File: src/rtl/cfg_pkg.sv
package cfg_pkg;
  localparam int unsigned BYTE_W = 8;

  typedef enum logic [1:0] {
    RD_HOLD  = 2'd0,
    RD_CLEAR = 2'd1,
    RD_RUN   = 2'd2
  } rd_cmd_e;
endpackage

File: src/rtl/cfg_por.sv
module cfg_por #(
  parameter int unsigned POR_CYCLES = 4
) (
  input  logic clk_i,
  input  logic rst_ni,
  output logic ready_o
);
  localparam int unsigned CW = $clog2(POR_CYCLES + 1);

  logic [CW-1:0] cnt_q;

  always_ff @(posedge clk_i or negedge rst_ni) begin
    if (!rst_ni) cnt_q <= '0;
    else if (cnt_q != CW'(POR_CYCLES)) cnt_q <= cnt_q + 1'b1;
  end

  assign ready_o = (cnt_q == CW'(POR_CYCLES));

  a_r1_ready_sticky: assert property (@(posedge clk_i) disable iff (!rst_ni)
    ready_o |=> ready_o);
endmodule

File: src/rtl/cfg_mem.sv
module cfg_mem #(
  parameter int unsigned DEPTH  = 16,
  parameter int unsigned BYTE_W = 8,
  localparam int unsigned AW = $clog2(DEPTH),
  localparam int unsigned BW = $clog2(BYTE_W)
) (
  input  logic              clk_i,
  input  logic              wr_en_i,
  input  logic [AW-1:0]     wr_addr_i,
  input  logic [BYTE_W-1:0] wr_data_i,
  input  logic [AW-1:0]     rd_addr_i,
  input  logic [BW-1:0]     rd_bit_i,
  output logic              rd_data_o
);
  logic [BYTE_W-1:0] mem_q [DEPTH];

  always_ff @(posedge clk_i) begin
    if (wr_en_i) mem_q[wr_addr_i] <= wr_data_i;
  end

  // bit index 0 selects the MSB
  assign rd_data_o = mem_q[rd_addr_i][BW'(BYTE_W - 1) - rd_bit_i];
endmodule

File: src/rtl/cfg_counter.sv
module cfg_counter
  import cfg_pkg::*;
#(
  parameter int unsigned DEPTH = 16,
  localparam int unsigned AW = $clog2(DEPTH),
  localparam int unsigned BW = $clog2(BYTE_W),
  localparam int unsigned PG = DEPTH / 4
) (
  input  logic          clk_i,
  input  logic          rst_ni,
  input  logic          ready_i,
  input  logic          ser_en_i,
  input  logic          ce_ni,
  input  logic          rst_oe_i,
  input  logic          page_en_i,
  input  logic [1:0]    page_sel_i,
  output logic [AW-1:0] addr_o,
  output logic [BW-1:0] bit_o,
  output logic          done_o
);
  logic [AW-1:0] addr_q, base_q, base_w, top_w;
  logic [BW-1:0] bit_q;
  logic          done_q, pg_en_q;
  rd_cmd_e       cmd;

  always_comb begin
    base_w = page_en_i ? (AW'(page_sel_i) << (AW - 2)) : '0;
    top_w  = pg_en_q ? (base_q | AW'(PG - 1)) : AW'(DEPTH - 1);
  end

  always_comb begin
    if (!ready_i)                cmd = RD_CLEAR;
    else if (!ser_en_i)          cmd = RD_HOLD;
    else if (!rst_oe_i)          cmd = RD_CLEAR;
    else if (!ce_ni && !done_q)  cmd = RD_RUN;
    else                         cmd = RD_HOLD;
  end

  always_ff @(posedge clk_i or negedge rst_ni) begin
    if (!rst_ni) begin
      addr_q  <= '0;
      bit_q   <= '0;
      done_q  <= 1'b0;
      base_q  <= '0;
      pg_en_q <= 1'b0;
    end else begin
      unique case (cmd)
        RD_CLEAR: begin
          base_q  <= base_w;
          pg_en_q <= page_en_i;
          addr_q  <= base_w;
          bit_q   <= '0;
          done_q  <= 1'b0;
        end
        RD_RUN: begin
          if (bit_q == BW'(BYTE_W - 1)) begin
            bit_q <= '0;
            if (addr_q == top_w) done_q <= 1'b1;
            else                 addr_q <= addr_q + 1'b1;
          end else begin
            bit_q <= bit_q + 1'b1;
          end
        end
        default: ;
      endcase
    end
  end

  assign addr_o = addr_q;
  assign bit_o  = bit_q;
  assign done_o = done_q;

  a_r3_bit_step: assert property (@(posedge clk_i) disable iff (!rst_ni)
    (ready_i && ser_en_i && rst_oe_i && !ce_ni && !done_q && bit_q != BW'(BYTE_W - 1))
      |=> (bit_q == BW'($past(bit_q) + 1'b1)) && $stable(addr_q));

  a_r4_ce_high_hold: assert property (@(posedge clk_i) disable iff (!rst_ni)
    (ready_i && ser_en_i && rst_oe_i && ce_ni)
      |=> $stable(addr_q) && $stable(bit_q) && $stable(done_q));

  a_r9_serial_off_hold: assert property (@(posedge clk_i) disable iff (!rst_ni)
    (ready_i && !ser_en_i)
      |=> $stable(addr_q) && $stable(bit_q) && $stable(done_q) && $stable(base_q));

  a_r7_done_sticky: assert property (@(posedge clk_i) disable iff (!rst_ni)
    (done_q && ready_i && (!ser_en_i || rst_oe_i)) |=> done_q);

  a_r10_region_held: assert property (@(posedge clk_i) disable iff (!rst_ni)
    (ready_i && ser_en_i && rst_oe_i) |=> $stable(base_q) && $stable(pg_en_q));
endmodule

File: src/rtl/cfg_stream_reader.sv
module cfg_stream_reader
  import cfg_pkg::*;
#(
  parameter int unsigned DEPTH      = 16,
  parameter int unsigned POR_CYCLES = 4,
  localparam int unsigned AW = $clog2(DEPTH),
  localparam int unsigned BW = $clog2(BYTE_W)
) (
  input  logic              clk_i,
  input  logic              rst_ni,
  input  logic              ser_en_i,
  input  logic              ce_ni,
  input  logic              rst_oe_i,
  input  logic              page_en_i,
  input  logic [1:0]        page_sel_i,
  input  logic              wr_en_i,
  input  logic [AW-1:0]     wr_addr_i,
  input  logic [BYTE_W-1:0] wr_data_i,
  output logic              data_o,
  output logic              data_oe_o,
  output logic              ceo_no,
  output logic              ready_o
);
  logic          ready;
  logic [AW-1:0] rd_addr;
  logic [BW-1:0] rd_bit;
  logic          done;
  logic          mem_bit;
  logic          active;

  cfg_por #(.POR_CYCLES(POR_CYCLES)) u_por (
    .clk_i   (clk_i),
    .rst_ni  (rst_ni),
    .ready_o (ready)
  );

  cfg_counter #(.DEPTH(DEPTH)) u_cnt (
    .clk_i      (clk_i),
    .rst_ni     (rst_ni),
    .ready_i    (ready),
    .ser_en_i   (ser_en_i),
    .ce_ni      (ce_ni),
    .rst_oe_i   (rst_oe_i),
    .page_en_i  (page_en_i),
    .page_sel_i (page_sel_i),
    .addr_o     (rd_addr),
    .bit_o      (rd_bit),
    .done_o     (done)
  );

  cfg_mem #(.DEPTH(DEPTH), .BYTE_W(BYTE_W)) u_mem (
    .clk_i     (clk_i),
    .wr_en_i   (wr_en_i),
    .wr_addr_i (wr_addr_i),
    .wr_data_i (wr_data_i),
    .rd_addr_i (rd_addr),
    .rd_bit_i  (rd_bit),
    .rd_data_o (mem_bit)
  );

  assign active    = ready && ser_en_i && rst_oe_i && !ce_ni;
  assign data_oe_o = active && !done;
  assign data_o    = data_oe_o ? mem_bit : 1'b0;
  assign ceo_no    = !(ready && ser_en_i && done && !ce_ni);
  assign ready_o   = ready;

  a_r1_quiet_before_ready: assert property (@(posedge clk_i) disable iff (!rst_ni)
    !ready_o |-> !data_oe_o && ceo_no);

  a_r2_reset_tristate: assert property (@(posedge clk_i) disable iff (!rst_ni)
    (ser_en_i && !rst_oe_i) |-> !data_oe_o);

  a_r8_reset_clears_end: assert property (@(posedge clk_i) disable iff (!rst_ni)
    (ready_o && ser_en_i && !rst_oe_i) |=> ceo_no);

  a_r7_no_drive_with_ceo: assert property (@(posedge clk_i) disable iff (!rst_ni)
    !ceo_no |-> !data_oe_o);

  a_r9_serial_off_quiet: assert property (@(posedge clk_i) disable iff (!rst_ni)
    !ser_en_i |-> !data_oe_o && ceo_no);
endmodule

File: config.mk
export PLATFORM = sky130hd
export DESIGN_NAME = cfg_stream_reader
export DESIGN_NICKNAME = d
export VERILOG_FILES = /design/src/rtl/cfg_pkg.sv /design/src/rtl/cfg_por.sv /design/src/rtl/cfg_mem.sv /design/src/rtl/cfg_counter.sv /design/src/rtl/cfg_stream_reader.sv
export SDC_FILE = /design/constraint.sdc
export NUM_CORES = 1
export LEC_CHECK = 0
export ABC_AREA = 1
export BUFFER_PORTS_ARGS = -buffer_cell sky130_fd_sc_hd__buf_2
export CORE_MARGIN = 5
export CORE_UTILIZATION = 50
export DETAILED_ROUTE_END_ITERATION = 10
export MAX_ROUTING_LAYER = met4
export PLACE_DENSITY = 0.76
export RECOVER_POWER = 50
export SLEW_MARGIN = 20
export SYNTH_ARGS = -nofsm -noshare
export SYNTH_HDL_FRONTEND = slang
export SYNTH_SLANG_ARGS = --single-unit
File: constraint.sdc
create_clock -name clk_i -period 2 [get_ports clk_i]
set_input_delay 0.4 -clock clk_i [delete_from_list [all_inputs] [get_ports clk_i]]
set_output_delay 0.4 -clock clk_i [all_outputs]
set_load 0.005 [all_outputs]
== After elaboration in Yosys (flattened, before gate mapping) ==
Memory sizes are Yosys's and may differ from the RTL's.
Cells that the tools add are included.

* Register bits after elaboration: 16
* Bits in writable memories: 128
* Output and inout port bits: 4
* Memories: 1

* Add/subtract/negate cells: 4
* Order comparisons: 1
* Equality and inequality tests: 9
* Multiplexer cells: 19
* Reduce and logical (&&, ||, !) cells: 13

{| class="wikitable"
|+ Memories
! memory !! depth !! width !! rd ports !! clocked after Yosys merged registers in !! wr ports !! RTL line !! text
|-
| u_mem.mem_q || 16 || 8 || 1 || 0 || 1 || cfg_mem.sv:15 || <nowiki>logic [BYTE_W-1:0] mem_q [DEPTH];</nowiki>
|}

{| class="wikitable"
|+ Operators by type and width
! operator !! count
|-
| $mux W4 || 4
|-
| $mux W2 || 4
|-
| $pmux W4 S2 || 1
|-
| $logic_and A1 B1 Y1 || 7
|-
| $add A3 B1 Y3 const B || 2
|-
| $eq A3 B3 Y1 const B || 2
|-
| $mux W1 || 6
|-
| $pmux W3 S2 || 1
|-
| $reduce_and A3 Y1 || 2
|-
| $add A4 B1 Y4 const B || 1
|-
| $eq A4 B4 Y1 || 1
|-
| $lt A3 B4 Y1 const B || 1
|-
| $ne A2 B1 Y1 const B || 2
|-
| $bmux W1 S3 || 1
|-
| $logic_not A1 Y1 || 3
|-
| $mux W3 || 1
|-
| $ne A3 B3 Y1 const B || 1
|-
| $sub A3 B3 Y3 const A || 1
|-
| $eq A2 B1 Y1 const B || 1
|-
| $eq A2 B2 Y1 const B || 1
|-
| $ne A2 B2 Y1 const B || 1
|-
| $pmux W1 S2 || 1
|-
| $reduce_bool A2 Y1 || 1
|}

== Longest topological paths before layout ==
* Word-level depth: 9
* Mapped depth: 14
* Gate-level depth less buffers: 13

== Hierarchy ==
From an unflattened synthesis, not the netlist that was laid out.

* Cell total of the unflattened synthesis: 573
* Area, all modules: 6178.4 um2

{| class="wikitable"
|+ By module, submodules not included
! module !! times used !! cells an instance !! area an instance (um2)
|-
| cfg_mem || 1 || 453 || 5287.6
|-
| cfg_counter || 1 || 90 || 680.7
|-
| cfg_por || 1 || 20 || 162.7
|-
| cfg_stream_reader || 1 || 10 || 47.5
|}

== Worst setup path after synthesis ==
OpenSTA, ideal clock, no wires.

* Kind: flip-flop to flip-flop
* Start: register u_por.cnt_q[0]
* End: register u_cnt.addr_q[1], in the netlist u_cnt.addr_o[1]
* Data arrival time: 1980 ps
* Data required time: 1924 ps
* Path slack: -56 ps
* Stages on the path, launching flop included: 13
* Buffers on the path: 0
* Clock period less this slack: 2056 ps
* Cells stage by stage: dfrtp_1 > inv_1 > ha_1 > nand2_1 > inv_1 > nand2_1 > nor4_1 > ha_1 > a21oi_1 > nand2_1 > inv_2 > nand3_1 > o21ai_1

* Longest elaborated chain between the ends: 5

{| class="wikitable"
|+ RTL lines
! what !! RTL line !! text
|-
| from (decl) || cfg_por.sv:10 || <nowiki>logic [CW-1:0] cnt_q;</nowiki>
|-
| from (signal assigned) || cfg_por.sv:14 || <nowiki>else if (cnt_q != CW'(POR_CYCLES)) cnt_q <= cnt_q + 1'b1;</nowiki>
|-
| $eq A3 B3 Y1 (*) || cfg_por.sv:17 || <nowiki>assign ready_o = (cnt_q == CW'(POR_CYCLES));</nowiki>
|-
| named net ready_o || cfg_stream_reader.sv:22 || <nowiki>output logic ready_o</nowiki>
|-
| $mux W2 (*) || cfg_counter.sv:32 || <nowiki>if (!ready_i) cmd = RD_CLEAR;</nowiki>
|-
| $eq A2 B2 Y1 or $eq A2 B1 Y1 (tied branches) || cfg_counter.sv:47 || <nowiki>unique case (cmd)</nowiki>
|-
| $ne A2 B1 Y1 (no line), or another cell as far along || n/a ||
|-
| $reduce_and A3 Y1 (no line) || n/a ||
|-
| to (signal assigned) || cfg_counter.sv:51 || <nowiki>addr_q <= base_w;</nowiki>
|-
| to (signal assigned) || cfg_counter.sv:59 || <nowiki>else addr_q <= addr_q + 1'b1;</nowiki>
|-
| to (decl) || cfg_counter.sv:21 || <nowiki>logic [AW-1:0] addr_q, base_q, base_w, top_w;</nowiki>
|}

Mark *: on every way through the listed nets, which the timed path passes. The rest lies on a longest branch.
A chain may end at the register's enable or synchronous reset.

== Worst setup path in the final report ==
* Start: register u_cnt.addr_q[0], in the netlist u_cnt.addr_o[0]
* End: output port data_o

* Longest elaborated chain between the ends: 4

{| class="wikitable"
|+ RTL lines
! what !! RTL line !! text
|-
| $mem_v2 Z16 W8 || n/a ||
|-
| $bmux W1 S3 || cfg_mem.sv:22 || <nowiki>assign rd_data_o = mem_q[rd_addr_i][BW'(BYTE_W - 1) - rd_bit_i];</nowiki>
|-
| $mux W1 (implied by the code) || cfg_mem.sv:22 ||
|-
| $mux W1 || cfg_stream_reader.sv:63 || <nowiki>assign data_o = data_oe_o ? mem_bit : 1'b0;</nowiki>
|-
| to (decl) || cfg_stream_reader.sv:19 || <nowiki>output logic data_o,</nowiki>
|}

No other way between the ends. The select of a mux whose other input is x is not followed.

==> out/results.txt <==
Critical path endpoint category: output pin
Final net count: 653
Post-synth design cell area: 6080 um^2
CTS tree: built
Number of flops mapped to enable cells by yosys: 128
Antenna violations before repair: 0
Area fraction of the dominant cell type after synthesis: 63.2%
Met1 Use GR: 26.8%
GRT Residual Overflow: 0
Die H: 120 um
CP top delay family: simple AND/OR/NAND/NOR gates
Critical path type: reg2out
HP Class: in2reg
Antenna Violating Nets Remaining: 0
Post-synth top cells: 210 x nand2_1, 128 x edfxtp_1, 80 x nand3_1
Setup ws final: -0.634 ns
Synth top area cells: edfxtp_1 63%, nand2_1 13%, nand3_1 6.6%
CP max-delay cell: dfrtp_2
Seq/Total Area, Yosys: 68.9%
WL final: 14,800 um
Synth warn: 0
Maximum vdd drop: 0.000771 V
Final Setup Violations: 2
Slew @ Worst Pin: 0.891 ns
Sw power: 1.73 mW
Area grow syn2layout: 26.5%
R2R Setup Slk: 0.06 ns
Fraction of layout cells with a size suffix above 1: 26.5%
Core ar.: 12,000 um^2
Cell chosen for the clock root: clkbuf_16
GRT met3 Usage: 5.29%
Syn avg cell area: 11.0 um^2
Post-placement cell area: 6590 um^2
RSZ-0062 raised after global routing: true
Clock Power Share: 42.1%
Design area: 7700 um^2
WP data arrival: 2.23 ns
Largest net degree at the start of global routing: 20
Initial core utilization: 50.9%
Total power: 7.30 mW
Row count: 40
Failing checks: setup timing
Post-synth top flop: edfxtp_1
Global-route wire length before repair: 22,700 um
DR DRC count: 0
Sw frac: 23.7%
Pwr/cell area: 948 nW/um^2
Die Wd: 120 um
Hold Vio Cnt, Final: 0
Worst-path cell chain: buf_4, buf_12, nand2_1, nand3_2, nand3_4, nand3_2, nand3_2, nand2_2, nand2_1, nand2_1, nor2_1, nor2_2, buf_2
GRT Overall Usage: 21.5%
Die footprint: 14,500 um^2
Clk Latency, worst-skew pair: 0.42 ns
Buf/Inv on CP: 3
Int Pwr: 5.57 mW
Vias in the first global route: 4,294
Post-Syn Instances: 553
Status: complete, but fails checks
Highest clock rate: 380 MHz
Wire length per cell: 18.9 um
LEAKAGE: 3.00 nW
H-Tree Depth: 4
Minimum clock period: 2.63 ns
Worst path max stage delay: 0.44 ns
Starting DRT DRC Count: 530
Vias per cell: 5.66
Final Slew Violations: 0
Slew headroom: 40.6%
Placer Congestion: 0.950
Most used routing layer in global routing: met2
Logic gate share of total power: 12.0%
Final period utilization: 132%
Iteration count of the initial detailed-routing pass: 5
TritonCTS buffer count: 17
Async SR Flop Fraction: 9.86%
CTS Sinks: 142
Ports: 25
Reg power frac: 45.9%
Area leader, netlist: edfxtp_1
Met2 Usage GRT: 34.0%
Post-synth cell types: 25
Critical Path RT: 1.60 ns
Critical Path Source Type: flip-flop
Clk slew on worst S/H paths: 0.06 ns
Cell with the most instances after synthesis: nand2_1
Max cap viols: 0
Post-synthesis register bit count: 142
Final Non-Filler Cells: 784
Detail Placement HPWL: 8670 um
N_diodes: 0
Clock buffer depth: 2
IO Port Bufs: 24
Worst-path fanout max: 19
Synthesized net count: 582
Vias: 4,441
Clock skew: 0.00683 ns
Placed cells: 739
==> final timing paths <==
path / start / cells past startpoint / to
worst min register to register: u_cnt.base_q[3] / 2 / u_cnt.base_q[3]
worst min-delay path: page_en_i / 3 / u_cnt.pg_en_q
worst max register to register: u_por.cnt_q[1] / 13 / u_cnt.addr_o[1]
min in group asynchronous: rst_ni / 2 / u_cnt.base_q[2]
max in group asynchronous: rst_ni / 2 / u_cnt.addr_o[1]
worst max-delay path: u_cnt.addr_o[0] / 13 / data_o
==> metal layers <==
metal	wire length [um]	part of all wire [%]
met2	7350	50
met3	1220	8.3
met4	449	3.0
met1	5770	39
met5	0	0
==> timing repair <==
action / CTS / global route
setup endpoints to repair: 4 / 8
resized for setup: 27 / 71
endpoints found under the hold margin: 14 / 0
pin swaps: 13 / 34
cloned: 4 / 0
hold buffers: 1 / 0
buffers inserted: 8 / 1
==> worst reg2reg max path: cells and delay by family (launching register included) <==
kind                     cells  cell delay, ns
adder cells (fa/ha/maj)      2            0.27
flip-flops                   1            0.38
AO/OA/AOI/OAI                1            0.05
buffers and inverters        4            0.43
AND/OR/NAND/NOR              6            0.67
==> layout make-up <==
cell class | instances | area (um^2)
inverters | 22 | 100
fillers | 837 | 4260
multi-input cells | 367 | 1980
clock buffers | 18 | 429
well taps | 147 | 184
repair buffers | 74 | 658
flip-flops and latches | 142 | 4200
clock inverters | 14 | 150
==> sequential cells by signal, indices dropped and copies added (netlist names) <==
register / flops
u_cnt.addr_o: 4
u_cnt.base_q: 2
u_cnt.bit_o: 3
u_cnt.done_o: 1
u_cnt.pg_en_q: 1
u_mem.mem_q: 128
u_por.cnt_q: 3
==> cells in the final DEF (no fill, tap or decap), drive strengths merged <==
cell type / netlist / final
nor2: 23 / 23
clkbuf: 1 / 27
edfxtp: 128 / 128
dlygate4sd3: 0 / 1
clkinv: 1 / 12
nand3: 80 / 80
buf: 21 / 64
clkinvlp: 0 / 2
ha: 8 / 8
nor4: 2 / 2
nand4: 2 / 2
xor2: 3 / 3
a21oi: 18 / 18
inv: 21 / 19
dfrtp: 14 / 14
nor3: 1 / 1
nand2: 211 / 211
or3: 1 / 1
o21ai: 15 / 15
nand3b: 2 / 2
bufinv: 0 / 3
xnor2: 1 / 1
==> power by group through the flow <==
stage | Sequential (mW) | Combinational (mW) | Clock, mW
3_3_place_gp | 3.40 | 0.650 | 0
4_1_cts | 3.34 | 0.767 | 3.10
6_report | 3.35 | 0.876 | 3.07
5_1_grt | 3.35 | 0.939 | 3.25
3_5_place_dp | 3.40 | 0.664 | 0
2_1_floorplan | 3.39 | 0.402 | 0
==> stage by stage <==
| stage | hold slack [ns] | utilization [%] | setup WS [ns] | TNS (ns) |
|---|---|---|---|---|
| floorplan | 0.104 | - | 0.0877 | 0 |
| global placement | 0.315 | 55.1 | -0.0453 | -0.0453 |
| detailed placement | 0.324 | 55.1 | -0.0422 | -0.0422 |
| CTS | 0.213 | 62.4 | -0.498 | -0.504 |
| global route | 0.255 | 64.4 | -0.729 | -0.990 |
| finish | 0.220 | 64.4 | -0.634 | -0.659 |
==> cell families (layout without fill, tap and decap cells) <==
family / count (synthesis) / in the layout / synth area share (%)
buf+inv: 44 / 128 / 4.03
compound gates: 33 / 33 / 2.71
xor+xnor: 4 / 4 / 0.576
simple gates: 322 / 322 / 22.1
flops: 142 / 142 / 68.9
fa+ha+maj: 8 / 8 / 1.65
(Power assumes the default switching activity.)
